--- src/rtl/ss_profile_pkg.sv ---
package ss_profile_pkg;
  localparam int unsigned WSEL_W = 2;

  typedef struct packed {
    logic              center;
    logic [WSEL_W-1:0] width;
  } ss_cfg_t;
endpackage

--- src/rtl/ss_phase_ctr.sv ---
module ss_phase_ctr
  import ss_profile_pkg::*;
#(
  parameter int unsigned PERIOD = 1024,
  localparam int unsigned CW = $clog2(PERIOD)
) (
  input  logic          clk_i,
  input  logic          rst_ni,
  input  logic          en_i,
  input  ss_cfg_t       cfg_i,
  output logic          active_o,
  output logic [CW-1:0] pos_o,
  output ss_cfg_t       cfg_o
);
  logic load_cfg;
  logic wrap;

  assign wrap     = (pos_o == CW'(PERIOD - 1));
  // config tracks inputs while idle, then only at the period boundary
  assign load_cfg = !en_i || !active_o || wrap;

  always_ff @(posedge clk_i or negedge rst_ni) begin
    if (!rst_ni) begin
      active_o <= 1'b0;
      pos_o    <= '0;
      cfg_o    <= '0;
    end else begin
      if (!en_i) begin
        active_o <= 1'b0;
        pos_o    <= '0;
      end else begin
        active_o <= 1'b1;
        pos_o    <= active_o ? pos_o + 1'b1 : '0;
      end
      if (load_cfg) cfg_o <= cfg_i;
    end
  end
endmodule

--- src/rtl/ss_tri_map.sv ---
module ss_tri_map
  import ss_profile_pkg::*;
#(
  parameter int unsigned PERIOD    = 1024,
  parameter int unsigned UNIT_SPAN = 250,
  parameter int unsigned OW        = 16,
  localparam int unsigned CW  = $clog2(PERIOD),
  localparam int unsigned SPW = $clog2(UNIT_SPAN + 1) + 3,
  localparam int unsigned PW  = SPW + CW
) (
  input  logic [CW-1:0]        pos_i,
  input  ss_cfg_t              cfg_i,
  output logic signed [OW-1:0] offset_o
);
  logic [CW-1:0]     phase;
  logic [CW-1:0]     fold;
  logic [PW-1:0]     span;
  logic [PW-1:0]     prod;
  logic [PW-1:0]     scaled;
  logic [PW-1:0]     base;
  logic signed [PW:0] diff;

  always_comb begin
    // centred mode is rotated a quarter period so both modes start at zero
    phase    = pos_i + (cfg_i.center ? CW'(PERIOD / 4) : CW'(0));
    fold     = phase[CW-1] ? (CW'(0) - phase) : phase;
    span     = PW'(UNIT_SPAN) << cfg_i.width;
    prod     = span * PW'(fold);
    scaled   = prod >> (CW - 1);
    base     = cfg_i.center ? (span >> 1) : '0;
    diff     = $signed({1'b0, base}) - $signed({1'b0, scaled});
    offset_o = OW'(diff);
  end
endmodule

--- src/rtl/ss_profile_gen.sv ---
module ss_profile_gen
  import ss_profile_pkg::*;
#(
  parameter int unsigned PERIOD    = 1024,
  parameter int unsigned UNIT_SPAN = 250,
  parameter int unsigned OW        = 16
) (
  input  logic                 clk_i,
  input  logic                 rst_ni,
  input  logic                 spread_n_i,
  input  logic                 center_i,
  input  logic [WSEL_W-1:0]    width_i,
  input  logic                 ref_i,
  output logic signed [OW-1:0] offset_o,
  output logic                 valid_o,
  output logic                 spread_on_o,
  output logic                 ref_o
);
  localparam int unsigned CW = $clog2(PERIOD);

  ss_cfg_t              cfg_in;
  ss_cfg_t              cfg_q;
  logic                 active;
  logic [CW-1:0]        pos;
  logic signed [OW-1:0] map_off;
  logic signed [OW-1:0] next_off;

  assign cfg_in.center = center_i;
  assign cfg_in.width  = width_i;

  ss_phase_ctr #(.PERIOD(PERIOD)) u_ctr (
    .clk_i    (clk_i),
    .rst_ni   (rst_ni),
    .en_i     (!spread_n_i),
    .cfg_i    (cfg_in),
    .active_o (active),
    .pos_o    (pos),
    .cfg_o    (cfg_q)
  );

  ss_tri_map #(.PERIOD(PERIOD), .UNIT_SPAN(UNIT_SPAN), .OW(OW)) u_map (
    .pos_i    (pos),
    .cfg_i    (cfg_q),
    .offset_o (map_off)
  );

  assign next_off = active ? map_off : '0;

  always_ff @(posedge clk_i or negedge rst_ni) begin
    if (!rst_ni) begin
      offset_o    <= '0;
      valid_o     <= 1'b0;
      spread_on_o <= 1'b0;
    end else begin
      offset_o    <= next_off;
      valid_o     <= (next_off != offset_o);
      spread_on_o <= active;
    end
  end

  assign ref_o = ref_i;
endmodule

--- config.mk ---
export PLATFORM = sky130hd
export DESIGN_NAME = ss_profile_gen
export DESIGN_NICKNAME = d
export VERILOG_FILES = /design/src/rtl/ss_profile_pkg.sv /design/src/rtl/ss_phase_ctr.sv /design/src/rtl/ss_tri_map.sv /design/src/rtl/ss_profile_gen.sv
export SDC_FILE = /design/constraint.sdc
export NUM_CORES = 1
export LEC_CHECK = 0
export BUFFER_PORTS_ARGS = -buffer_cell sky130_fd_sc_hd__buf_4
export CAP_MARGIN = 20
export CORE_MARGIN = 4
export CORE_UTILIZATION = 45
export CTS_BUF_LIST = sky130_fd_sc_hd__clkbuf_2 sky130_fd_sc_hd__clkbuf_4 sky130_fd_sc_hd__clkbuf_8
export CTS_CLUSTER_SIZE = 28
export DETAILED_ROUTE_END_ITERATION = 8
export GPL_ROUTABILITY_DRIVEN = 1
export GPL_TIMING_DRIVEN = 0
export SETUP_SLACK_MARGIN = 0.05
export SLEW_MARGIN = 20
export SYNTH_ARGS = -nofsm -noshare
export SYNTH_HDL_FRONTEND = slang
export SYNTH_SLANG_ARGS = --single-unit
--- constraint.sdc ---
create_clock -name clk_i -period 10.4 [get_ports clk_i]
set_input_delay 0.52 -clock clk_i [delete_from_list [all_inputs] [get_ports clk_i]]
set_output_delay 0.52 -clock clk_i [all_outputs]
set_load 0.1 [all_outputs]
==> metrics.txt <==
final antenna-violating net count=0; min Tclk post-route=9.46 ns; CP Capture Type=flip-flop; Worst Path Max Fanout=12; R2R Setup Slk=0.94 ns; DIE AREA=13400 sq um; row count=39; Synth area leader=fa_1; Tot Pwr=0.000574 W; vias in the first global route=4362; first-pass GRT wire length=20.4 mm; post-CTS sizing=0; Die Height=116 microns; worst slew pin tran=0.930 ns; Buffers on Ports=24; clock slew at reported path FFs=0.07 ns; initial core utilization=0.460; number of diodes=0; RSZ-0062 raised after global routing=false; Post-synth top cells=inv_1 (88), ha_1 (66), fa_1 (62); clk buf depth=2; worst reg2reg path endpoint=valid_o; CP Launch Point=u_ctr.cfg_o[2]; Clock power frac=0.229; Setup crit start kind=flip-flop; Mapped Cells=586; DP Wirelength=9.83 mm; Nets=753; CTS Root Cell=clkbuf_8; DR vias=4124; P_leak=2.86 nW; PD cells=100 nW/um^2; Place WS=0.962 ns; syn_nets=721; Synth area leaders=fa_1 (24%), ha_1 (16%), dfrtp_1 (15%); fraction of layout cells with a size suffix above 1=0.0840; Setup TNS=0 ns; router iterations before antenna repair=4; count leader, synth=inv_1; Top FF cell, synth=dfrtp_1; Yosys top cell area share=0.237; Power Internal=0.000312 W; power share of the sequential group=0.264; Max VDD drop=0.119 mV; chip width=116 microns; Non-Filler Instances=762; status=finished clean; clock latency on the worst-skew pair=0.28 ns; placed cells=754; Mapped Avg Cell Area=8.92 sq um; Post-Syn Area=5230 sq um; fmax=106 MHz; GRT Overall Usage=0.189; sequential fraction of the synthesis area=0.153; Slew Limit Fails=0; clk_skew=0.00618 ns; Post-synth EDFFs=0; crit share post-route=0.910; initial DRC count=224; CP peak stage delay=0.62 ns; CTS tree=yes; Seq cells post-synth=32; Hold-fix buffers, CTS=0; largest net degree at the start of global routing=33; final setup margin=0.941 ns; switching power total=0.000263 W; number of max-cap violations=0; share of synthesized registers carrying an async set or reset=1.00; Hold WS=0.167 ns; HP Class=input port to asynchronous set/reset pin; overall routed net length=11.8 mm; slowest stage cell, crit path=xnor2_1; worst reg2reg path depth=30; WP data arrival=9.63 ns; critical register-to-register path startpoint=u_ctr.cfg_o[2]; grt total ovfl=0; Setup Viol. Count Final=0; sw frac=0.457; via/cell ratio=5.41; clk sinks=32; Yosys Warn Count=0; Final Hold Vio Count=0; worst relative slew slack=0.378; wire per inst=15.5 microns; Comb pwr share=0.508; area delta synth->final=9.55%; setup bufs post-CTS=0; # IOs=26; critical path required time=10.57 ns; DRC viols=0; Setup CP Type=flip-flop to flip-flop; gpl congestion=0.838; Core ar.=11400 sq um; library cells used by synthesis=54; htree depth=2; antenna violations before repair=0; Inserted Clock Buffers=5
[registers in the layout, indices dropped and copies added (netlist names)]
| register | flops |
|---|---|
| u_ctr.pos_o | 10 |
| offset_o | 16 |
| u_ctr.active_o | 1 |
| valid_o | 1 |
| u_ctr.cfg_o | 3 |
| spread_on_o | 1 |
[worst max-delay path: cells and delay by family, from the launching register on]
kind,cells,cell delay (ns)
compound gates,8,2.15
xor+xnor,3,1.31
fa+ha+maj,8,3.53
buf+inv,5,0.52
flops,1,0.50
mux,1,0.32
simple gates,5,1.00
[metrics by stage]
| step | utilization | area (sq um) |
|---|---|---|
| global route | 0.504 | 5730 |
| global placement | 0.491 | 5590 |
| finish | 0.504 | 5730 |
| floorplan | - | 5230 |
| CTS | 0.504 | 5730 |
| detailed placement | 0.492 | 5600 |
[power groups by stage]
stage	sequential [W]	clock (W)	combinational (W)
after detailed placement	0.000154	0	0.000292
after floorplan	0.000243	0	0.000137
after CTS	0.000152	0.000134	0.000294
after global placement	0.000153	0	0.000289
after global routing	0.000154	0.000141	0.000317
final	0.000151	0.000131	0.000292
[cells in the final DEF (no fill, tap or decap), types with 12 or more instances in the layout]
| cell type | n |
|---|---|
| and3_1 | 15 |
| buf_4 | 27 |
| nand3_1 | 13 |
| dfrtp_1 | 32 |
| and2_1 | 16 |
| nand2_1 | 49 |
| nor2_1 | 57 |
| clkbuf_1 | 14 |
| or3_1 | 12 |
| a21oi_1 | 23 |
| ha_1 | 66 |
| fa_1 | 62 |
| nand2b_1 | 13 |
| xnor2_1 | 17 |
| xor2_1 | 17 |
| inv_1 | 88 |
[cell type report]
cell class / instances / area, sq um
Fill cell: 1113 / 5640
Multi-Input combinational cell: 450 / 4030
Sequential cell: 32 / 801
Inverter: 88 / 330
Timing Repair Buffer: 25 / 188
Tap cell: 143 / 179
Clock buffer: 7 / 96.3
Buffer: 16 / 67.6
Clock inverter: 1 / 30.0
[metal layers]
layer | global-route usage | vias to the layer above | share of wire
met2 | 0.328 | 92 | 0.49
met3 | 0.0313 | 21 | 0.042
met5 | 0 | - | 0
met1 | 0.247 | 2009 | 0.44
met4 | 0.0456 | 0 | 0.024
li1 | - | 2002 | -
[cell families after synthesis]
kind of cell / Yosys count / share of synthesized area
flops: 32 / 0.153
fa+ha+maj: 128 / 0.395
buf+inv: 104 / 0.0761
xor+xnor: 35 / 0.0601
mux: 5 / 0.0105
simple gates: 209 / 0.197
compound gates: 73 / 0.107
[how the worst max path moves through the flow]
| stage | slack, ns | end |
|---|---|---|
| 6_report | 0.94 | valid_o |
| 3_5_place_dp | 0.96 | valid_o |
| 2_1_floorplan | 1.93 | valid_o |
| 5_1_grt | 0.30 | valid_o |
| 4_1_cts | 0.95 | valid_o |
| 3_3_place_gp | 0.77 | valid_o |
Power figures use the tool's default switching activity.
